==> src/rtl/prng16_pkg.sv <==
package prng16_pkg;

  typedef enum logic {
    TOPO_FIB = 1'b0,
    TOPO_GAL = 1'b1
  } topo_e;

endpackage

==> src/rtl/prng16_step.sv <==
module prng16_step
  import prng16_pkg::*;
#(
  parameter int          W       = 16,
  parameter topo_e       TOPO    = TOPO_FIB,
  parameter bit          XNOR_FB = 1'b0,
  parameter logic [W-1:0] TAPS   = 16'h002D
) (
  input  logic [W-1:0] cur,
  output logic [W-1:0] nxt
);

  function automatic logic [W-1:0] reverse_bits(input logic [W-1:0] m);
    logic [W-1:0] r;
    for (int i = 0; i < W; i++) r[W-1-i] = m[i];
    return r;
  endfunction

  localparam logic [W-1:0] TOGGLE = reverse_bits(TAPS);

  logic [W-1:0] base;
  logic [W-1:0] adv;

  // XNOR polarity is handled as the complement of an XOR-form step
  generate
    if (XNOR_FB) begin : g_inv
      assign base = ~cur;
      assign nxt  = ~adv;
    end else begin : g_pass
      assign base = cur;
      assign nxt  = adv;
    end
  endgenerate

  generate
    if (TOPO == TOPO_FIB) begin : g_fib
      logic fb;
      assign fb  = ^(base & TAPS);
      assign adv = {fb, base[W-1:1]};
    end else begin : g_gal
      assign adv = {1'b0, base[W-1:1]} ^ (base[0] ? TOGGLE : '0);
    end
  endgenerate

endmodule

==> src/rtl/prng16_seed_chk.sv <==
module prng16_seed_chk #(
  parameter int W       = 16,
  parameter bit XNOR_FB = 1'b0
) (
  input  logic [W-1:0] seed,
  output logic         legal
);

  localparam logic [W-1:0] LOCKUP = XNOR_FB ? {W{1'b1}} : {W{1'b0}};

  assign legal = (seed != LOCKUP);

endmodule

==> src/rtl/prng16_gen.sv <==
module prng16_gen
  import prng16_pkg::*;
#(
  parameter int           W       = 16,
  parameter topo_e        TOPO    = TOPO_FIB,
  parameter bit           XNOR_FB = 1'b0,
  parameter logic [W-1:0] TAPS    = 16'h002D,
  parameter logic [W-1:0] SEED    = 16'hACE1
) (
  input  logic         clk,
  input  logic         rst,
  input  logic         en,
  input  logic         load,
  input  logic [W-1:0] seed_in,
  output logic [W-1:0] state,
  output logic         serial_out,
  output logic         bad_seed
);

  localparam logic [W-1:0] RST_VAL = XNOR_FB ? ~SEED : SEED;
  localparam logic [W-1:0] LOCKUP  = XNOR_FB ? {W{1'b1}} : {W{1'b0}};

  logic [W-1:0] state_q;
  logic [W-1:0] step_val;
  logic         seed_ok;
  logic         bad_q;

  prng16_step #(
    .W(W), .TOPO(TOPO), .XNOR_FB(XNOR_FB), .TAPS(TAPS)
  ) u_step (
    .cur(state_q),
    .nxt(step_val)
  );

  prng16_seed_chk #(
    .W(W), .XNOR_FB(XNOR_FB)
  ) u_chk (
    .seed (seed_in),
    .legal(seed_ok)
  );

  always_ff @(posedge clk) begin
    if (rst) begin
      state_q <= RST_VAL;
      bad_q   <= 1'b0;
    end else begin
      bad_q <= load && !seed_ok;
      if (load) begin
        if (seed_ok) state_q <= seed_in;
      end else if (en) begin
        state_q <= step_val;
      end
    end
  end

  assign state      = state_q;
  assign serial_out = state_q[0];
  assign bad_seed   = bad_q;

  // reset value
  p_reset_value_r1: assert property (@(posedge clk)
    rst |=> (state == RST_VAL && !bad_seed));

  // never in lock-up
  p_no_lockup_r5: assert property (@(posedge clk) disable iff (rst)
    state != LOCKUP);

  // an enabled step always moves the state
  p_step_moves_r5: assert property (@(posedge clk) disable iff (rst)
    (en && !load) |=> state != $past(state));

  // serial bit tracks state bit 0
  p_serial_bit_r7: assert property (@(posedge clk) disable iff (rst)
    serial_out == state[0]);

  // idle holds
  p_idle_hold_r8: assert property (@(posedge clk) disable iff (rst)
    (!en && !load) |=> $stable(state));

  // legal load lands next cycle
  p_load_lands_r9: assert property (@(posedge clk) disable iff (rst)
    (load && seed_ok) |=> state == $past(seed_in));

  // refused load keeps state and raises flag
  p_refuse_hold_r10: assert property (@(posedge clk) disable iff (rst)
    (load && !seed_ok) |=> ($stable(state) && bad_seed));

  // flag only follows a load
  p_flag_cause_r10: assert property (@(posedge clk) disable iff (rst)
    bad_seed |-> $past(load));

endmodule

==> config.mk <==
export PLATFORM = sky130hd
export DESIGN_NAME = prng16_gen
export DESIGN_NICKNAME = d
export VERILOG_FILES = /design/src/rtl/prng16_pkg.sv /design/src/rtl/prng16_step.sv /design/src/rtl/prng16_seed_chk.sv /design/src/rtl/prng16_gen.sv
export SDC_FILE = /design/constraint.sdc
export NUM_CORES = 1
export LEC_CHECK = 0
export CAP_MARGIN = 10
export CELL_PAD_IN_SITES_DETAIL_PLACEMENT = 0
export CELL_PAD_IN_SITES_GLOBAL_PLACEMENT = 2
export CORE_MARGIN = 2
export CORE_UTILIZATION = 35
export DETAILED_ROUTE_END_ITERATION = 10
export DONT_BUFFER_PORTS = 1
export PLACE_DENSITY_LB_ADDON = 0.1
export SETUP_SLACK_MARGIN = 0.15
export SYNTH_ARGS = -nofsm -noshare
export SYNTH_HDL_FRONTEND = slang
export SYNTH_SLANG_ARGS = --single-unit
==> constraint.sdc <==
create_clock -name clk -period 2.2 [get_ports clk]
set_input_delay 0.44 -clock clk [delete_from_list [all_inputs] [get_ports clk]]
set_output_delay 0.44 -clock clk [all_outputs]
set_load 0.01 [all_outputs]
==> impl_metrics.env, run 1 <==
export IMPL_outcome="finished clean"
export IMPL_synth_seq_cells=17
export IMPL_core_area_um2=2734
export IMPL_critPathMaxFanout=7
export IMPL_fp_dieArea_um2=3307
export IMPL_grt_ovfl_total=0
export IMPL_worst_ep_arrival_time_ns=1.92
export IMPL_critical_path_required_ns=2.38
export IMPL_seq_power_share_pct=58.6
export IMPL_post_cts_buffers=0
export IMPL_drt_iter0_drc=20
export IMPL_start_kind="input port"
export IMPL_place_ws_ns=0.1419
export IMPL_period_minus_slack_ns=1.733
export IMPL_cts_sinks=17
export IMPL_die_w_um=57.51
export IMPL_endpoint="state[9]$_SDFFE_PP0P_"
export IMPL_p_int_mw=0.4658
export IMPL_switching_share_pct=26.96
export IMPL_cts_path_max_buffers=2
export IMPL_portBuffers=0
export IMPL_p_leak_nw=0.4002
export IMPL_pin_count=38
export IMPL_fmax_mhz=577.0
export IMPL_r2r_start="state[0]$_SDFFE_PP1P_"
export IMPL_rr_worst_depth=4
export IMPL_pwr_density_cell_nw_per_um2=617.9
export IMPL_yosysSeqAreaShare_pct=33.96
export IMPL_wl_per_cell_um=16.93
export IMPL_crit_type="input port to flop"
export IMPL_setup_slack_ns=0.4669
export IMPL_wl_mm=2.320
export IMPL_endpoint_kind="flop"
export IMPL_via_count=738
export IMPL_cts_hold_buffers=0
export IMPL_synth_nets=127
export IMPL_drv_slew=0
export IMPL_setup_viol=0
export IMPL_finalClockSkew_ns=0.002656
export IMPL_hold_depth=1
export IMPL_r2r_slack_ns=1.07
export IMPL_firstDrtPassIters=5
export IMPL_cts_made_buffers=3
export IMPL_reg2reg_to="state[15]$_SDFFE_PP1P_"
export IMPL_synth_distinct_cells=27
export IMPL_irDropWorstVdd_v=0.0003970
export IMPL_grt_usage_pct=15.07
export IMPL_drc=0
export IMPL_worstMarginPinSlew_ns=0.2821
export IMPL_p_sw_mw=0.1719
export IMPL_ant_nets=0
export IMPL_chipHeight_um=57.51
export IMPL_fin_crit_sh_pct=78.78
export IMPL_grt_pass1_vias=783
export IMPL_gp_congestion=0.7131
export IMPL_cts_tree="built"
export IMPL_clockRootBuffer="clkbuf_4"
export IMPL_h_tree_depth=1
export IMPL_clk_latency_ns=0.29
export IMPL_hold_viol_final=0
export IMPL_yosys_warnings=0
export IMPL_antenna_found_initial=0
export IMPL_combPwrFrac_pct=15.2
export IMPL_nets=127
export IMPL_critPathLaunch="seed_in[10]"
export IMPL_max_cap_violations=0
export IMPL_synth_area_per_cell_um2=9.366
export IMPL_diodes=0
export IMPL_dp_hpwl_mm=1.781
export IMPL_post_route_cells_drive_above_1_share_pct=16.04
export IMPL_synth_area_um2=1002
export IMPL_hp_class="input port to flop"
export IMPL_setup_tns_ns=0
export IMPL_rows=19
export IMPL_rsz0062_at_grt="false"
export IMPL_max_slew_margin_rel_pct=81.02
export IMPL_start_util_pct=36.66
export IMPL_grt_max_degree=33
export IMPL_syn_inst=107
export IMPL_avgViaCountPerCell=5.387
export IMPL_cts_resized=0
export IMPL_p_clk_share_pct=26.3
export IMPL_worst_hold_slack_ns=0.2307
export IMPL_grt_pass1_wl_mm=3.753
export IMPL_area_delta_synth_final_pct=2.996
export IMPL_cts_clk_slew_worst_paths_ns=0.10
## cell type report
class / instances / area (um^2)
Fill cell: 304 / 1702
Timing Repair Buffer: 3 / 22.52
Clock buffer: 4 / 26.28
Multi-Input combinational cell: 82 / 604.3
Sequential cell: 17 / 340.3
Tap cell: 31 / 38.79
## routing by layer
layer	vias to the layer above	wire (um)	track usage [%]
met5	-	0	0
met4	0	13	2.990
met3	2	152	6.349
met2	21	1097	25.16
met1	337	1057	18.12
li1	378	-	-
## sequential cells by signal, indices dropped and copies added (netlist names)
register,flops
bad_seed,1
state,16
## power groups by stage
| stage | Clock, mW | Sequential [mW] | Combinational, mW |
|---|---|---|---|
| 5_1_grt | 0.197 | 0.379 | 0.109 |
| 2_1_floorplan | 0 | 0.372 | 0.104 |
| 3_5_place_dp | 0 | 0.382 | 0.0982 |
| 4_1_cts | 0.183 | 0.375 | 0.0987 |
| 6_report | 0.168 | 0.373 | 0.0967 |
| 3_3_place_gp | 0 | 0.381 | 0.0966 |
## layout by cell type, fill, tap and decap left out
| master | n |
|---|---|
| dfxtp_1 | 17 |
| a21oi_1 | 2 |
| a21o_1 | 1 |
| nand4_1 | 1 |
| nor3_1 | 1 |
| a211oi_1 | 6 |
| or4_4 | 1 |
| nand2b_1 | 1 |
| nor2b_1 | 14 |
| mux2_4 | 2 |
| mux2_2 | 6 |
| xnor2_1 | 2 |
| xor2_1 | 1 |
| nor4b_1 | 1 |
| nor4_1 | 2 |
| mux2i_1 | 16 |
| or4_1 | 3 |
| buf_4 | 3 |
| nor2_1 | 18 |
| o211ai_1 | 1 |
| or2_2 | 1 |
| clkbuf_4 | 3 |
| nand2_1 | 1 |
| clkbuf_1 | 1 |
| nor4_2 | 1 |
## logic make-up (layout without fill, tap and decap cells)
family,count (synthesis),after routing,synth area share (%)
AO/OA/AOI/OAI,10,10,6.992
XOR/XNOR,3,3,2.622
buffers and inverters,8,7,5.743
flip-flops,17,17,33.96
multiplexers,24,24,25.72
AND/OR/NAND/NOR,45,45,24.97
## synth_stat cells (all sizes together)
library cell	n	share of area [%]
nand2	1	0.37
nand4	1	0.62
or2	1	0.62
a211oi	6	4.5
xor2	1	0.87
xnor2	2	1.7
buf	5	4.6
nor3	1	0.50
nor4b	1	0.87
nor2b	14	8.7
mux2i	16	16
or4	4	3.4
a21o	1	0.75
nor2	18	6.7
o211ai	1	0.75
dfxtp	17	34
mux2	8	9.7
nand2b	1	0.62
a21oi	2	1.0
clkbuf	3	1.1
nor4	3	2.5
## worst min path at each step
stage | from | to
finish | rst | bad_seed$_SDFF_PP0_
detailed placement | rst | bad_seed$_SDFF_PP0_
global route | rst | bad_seed$_SDFF_PP0_
floorplan | state[11]$_SDFFE_PP1P_ | state[11]$_SDFFE_PP1P_
global placement | rst | bad_seed$_SDFF_PP0_
CTS | rst | bad_seed$_SDFF_PP0_
## metrics by stage
step	total power, mW	cells	utilization, %	cell area, um^2
6_report	0.6378	137	37.76	1032
5_1_grt	0.6856	137	37.76	1032
4_1_cts	0.6565	137	37.76	1032
3_5_place_dp	0.4806	133	36.80	1006
3_3_place_gp	0.4780	133	36.80	1006
2_1_floorplan	0.4762	107	-	1002
## worst max-delay path, cell delays in order
cell    delay (ns)
or4_4         0.51
nor4_2        0.29
a21o_1        0.17
buf_4         0.16
mux2_2        0.34
No activity file was read; power rests on OpenSTA's default activity.
==> run 2, diff against run 1 <==
--- a/config.mk
+++ b/config.mk
@@ -5,11 +5,12 @@
 export SDC_FILE = /design/constraint.sdc
 export NUM_CORES = 1
 export LEC_CHECK = 0
+export ABC_AREA = 1
 export CAP_MARGIN = 10
 export CELL_PAD_IN_SITES_DETAIL_PLACEMENT = 0
 export CELL_PAD_IN_SITES_GLOBAL_PLACEMENT = 2
 export CORE_MARGIN = 2
-export CORE_UTILIZATION = 35
+export CORE_UTILIZATION = 30
 export DETAILED_ROUTE_END_ITERATION = 10
 export DONT_BUFFER_PORTS = 1
 export PLACE_DENSITY_LB_ADDON = 0.1
==> constraint.sdc (replaced) <==
create_clock -name clk -period 1.64 [get_ports clk]
set_input_delay 0.328 -clock clk [delete_from_list [all_inputs] [get_ports clk]]
set_output_delay 0.328 -clock clk [all_outputs]
set_load 0.01 [all_outputs]
==> run 2 against run 1 <==
  * Combinational power increased by 52%
  * Cell count increased by 55%
  * Synthesized cell count increased by 57%
  * Critical endpoint is now state[0]
==> impl_metrics.env, run 2 <==
export IMPL_reg2reg_to="state[15]$_SDFFE_PP1P_"
export IMPL_ys_top_cells_by_count="nand2_1, nor2_1, nand3_1, dfxtp_1, a21oi_1"
export IMPL_synthXorXnorAreaFrac_pct=0
export IMPL_clk_latency_ns=0.30
export IMPL_chipHeight_um=61.87
export IMPL_synth_compound_area_share_pct=6.476
export IMPL_post_cts_buffers=0
export IMPL_grt_pass1_wl_mm=4.567
export IMPL_cts_hold_buffers=0
export IMPL_hold_viol_final=0
export IMPL_critPathLaunch="state[0]$_SDFFE_PP1P_"
export IMPL_setup_viol=0
export IMPL_worstMarginPinSlew_ns=0.5046
export IMPL_drc=0
export IMPL_fmax_mhz=871.3
export IMPL_hold_depth=1
export IMPL_antenna_found_initial=0
export IMPL_outcome="finished clean"
export IMPL_start_util_pct=30.59
export IMPL_max_cap_violations=0
export IMPL_p_clk_share_pct=27.2
export IMPL_max_slew_margin_rel_pct=66.36
export IMPL_rsz0062_at_grt="false"
export IMPL_p_leak_nw=0.5329
export IMPL_final_common_cell="nand2_1"
export IMPL_nets=187
export IMPL_largest_register_ffs=16
export IMPL_post_route_util_pct=32.50
export IMPL_rr_worst_depth=7
export IMPL_cts_resized=0
export IMPL_drt_iter0_drc=55
export IMPL_avgViaCountPerCell=4.722
export IMPL_p_int_mw=0.6012
export IMPL_post_route_cells_drive_above_1_share_pct=4.819
export IMPL_dp_cells=208
export IMPL_cts_sinks=17
export IMPL_rows=21
export IMPL_cts_tree="built"
export IMPL_dp_hpwl_mm=2.232
export IMPL_firstDrtPassIters=4
export IMPL_yosysMostFrequentCell="nand2_1"
export IMPL_fin_crit_sh_pct=69.98
export IMPL_hp_start="rst"
export IMPL_wl_mm=2.873
export IMPL_p_total_mw=0.8877
export IMPL_synth_top_area_share_pct=33.87
export IMPL_diodes=0
export IMPL_syn_inst=168
export IMPL_design_area_um2=1067
export IMPL_finalClockSkew_ns=0.01335
export IMPL_critical_path_required_ns=1.31
export IMPL_portBuffers=0
export IMPL_place_ws_ns=0.2612
export IMPL_p_sw_mw=0.2865
export IMPL_r2r_start="state[0]$_SDFFE_PP1P_"
export IMPL_die_w_um=61.87
export IMPL_grt_max_degree=25
export IMPL_synth_top_family_by_area="simple AND/OR/NAND/NOR gates"
export IMPL_endpoint_kind="output pin"
export IMPL_r2r_slack_ns=0.52
export IMPL_synth_edff_count=0
export IMPL_fp_dieArea_um2=3828
export IMPL_crit_type="flop to output pin"
export IMPL_period_minus_slack_ns=1.148
export IMPL_via_count=1001
export IMPL_most_common_layout_cells="nand2_1, nor2_1, nand3_1"
export IMPL_combPwrFrac_pct=16.6
export IMPL_path_depth=0
export IMPL_stdcell_count=212
export IMPL_synth_nets=188
export IMPL_synth_ff_type="dfxtp_1"
export IMPL_start_kind="flop"
export IMPL_switching_share_pct=32.27
export IMPL_synth_area_per_cell_um2=5.980
export IMPL_cts_made_buffers=3
export IMPL_grt_usage_pct=16.63
export IMPL_critPathMaxFanout=6
export IMPL_worst_ep_arrival_time_ns=0.82
export IMPL_cts_path_max_buffers=2
export IMPL_synth_fa_ha_area_share_pct=0
export IMPL_core_area_um2=3284
export IMPL_area_delta_synth_final_pct=6.226
export IMPL_seq_power_share_pct=56.2
export IMPL_worst_hold_slack_ns=0.07737
export IMPL_grt_ovfl_total=0
export IMPL_clockRootBuffer="clkbuf_4"
export IMPL_grt_pass1_vias=956
export IMPL_ant_nets=0
export IMPL_async_flop_share_pct=0
export IMPL_synth_distinct_cells=15
export IMPL_setup_tns_ns=0
export IMPL_synth_seq_cells=17
export IMPL_yosys_area_share_simple_pct=47.20
export IMPL_yosys_warnings=0
export IMPL_wl_per_cell_um=13.55
export IMPL_synth_area_um2=1005
export IMPL_cts_clk_slew_worst_paths_ns=0.12
export IMPL_irDropWorstVdd_v=0.0002794
export IMPL_synthMuxAreaShare_pct=4.981
export IMPL_setup_slack_ns=0.4923
export IMPL_yosys_area_top_type="dfxtp_1"
export IMPL_drv_slew=0
export IMPL_pin_count=38
export IMPL_synth_area_leaders="dfxtp_1, nand2_1, nor2_1"
export IMPL_hp_class="input port to flop"
export IMPL_place_area_um2=1040
export IMPL_yosysSeqAreaShare_pct=33.87
export IMPL_gp_congestion=0.8044
export IMPL_min_to="bad_seed$_SDFF_PP0_"
export IMPL_pwr_density_cell_nw_per_um2=831.7
export IMPL_h_tree_depth=1
[run 2: cell count changes after synthesis, moves of 3 or more]
cell      before  now
or4_1          3    0
nor2_1        18   32
buf_2          0    6
nand3_1        0   23
mux2_2         6    0
a21oi_1        2   11
mux2i_1       16    5
nand2_1        1   58
a211oi_1       6    0
inv_1          0    8
nor2b_1       14    0
[run 2: cells by family (layout without fill, tap and decap cells)]
family | count (synthesis) | count (layout)
buffers and inverters | 17 | 15
AO/OA/AOI/OAI | 13 | 13
flip-flops | 17 | 17
AND/OR/NAND/NOR | 116 | 116
multiplexers | 5 | 5
[run 2: metal layers]
layer / GRT usage, % / part of all wire [%] / up-vias
met2: 27.52 / 49 / 21
li1: - / - / 529
met3: 4.762 / 5.9 / 2
met5: 0 / 0 / -
met4: 5.775 / 0.66 / 0
met1: 20.68 / 45 / 449
[run 2: final cells by class]
| type | count | area (um^2) |
|---|---|---|
| tap | 46 | 57.56 |
| timing repair buffer | 3 | 22.52 |
| fill | 380 | 2217 |
| multi-input combinational | 134 | 589.3 |
| sequential | 17 | 340.3 |
| clock buffer | 3 | 22.52 |
| inverter | 8 | 30.03 |
| clock inverter | 1 | 5.005 |
[run 2: power groups by stage]
stage / combinational (mW) / clock, mW / sequential [mW]
CTS: 0.150 / 0.251 / 0.500
global route: 0.175 / 0.274 / 0.506
detailed placement: 0.149 / 0 / 0.510
finish: 0.147 / 0.241 / 0.499
global placement: 0.150 / 0 / 0.510
floorplan: 0.136 / 0 / 0.498
[run 2: worst max path at each step]
stage and to:
6_report state[0], 5_1_grt state[15]$_SDFFE_PP1P_, 4_1_cts state[0], 3_5_place_dp state[7]$_SDFFE_PP1P_, 3_3_place_gp state[15]$_SDFFE_PP1P_, 2_1_floorplan state[12]$_SDFFE_PP0P_
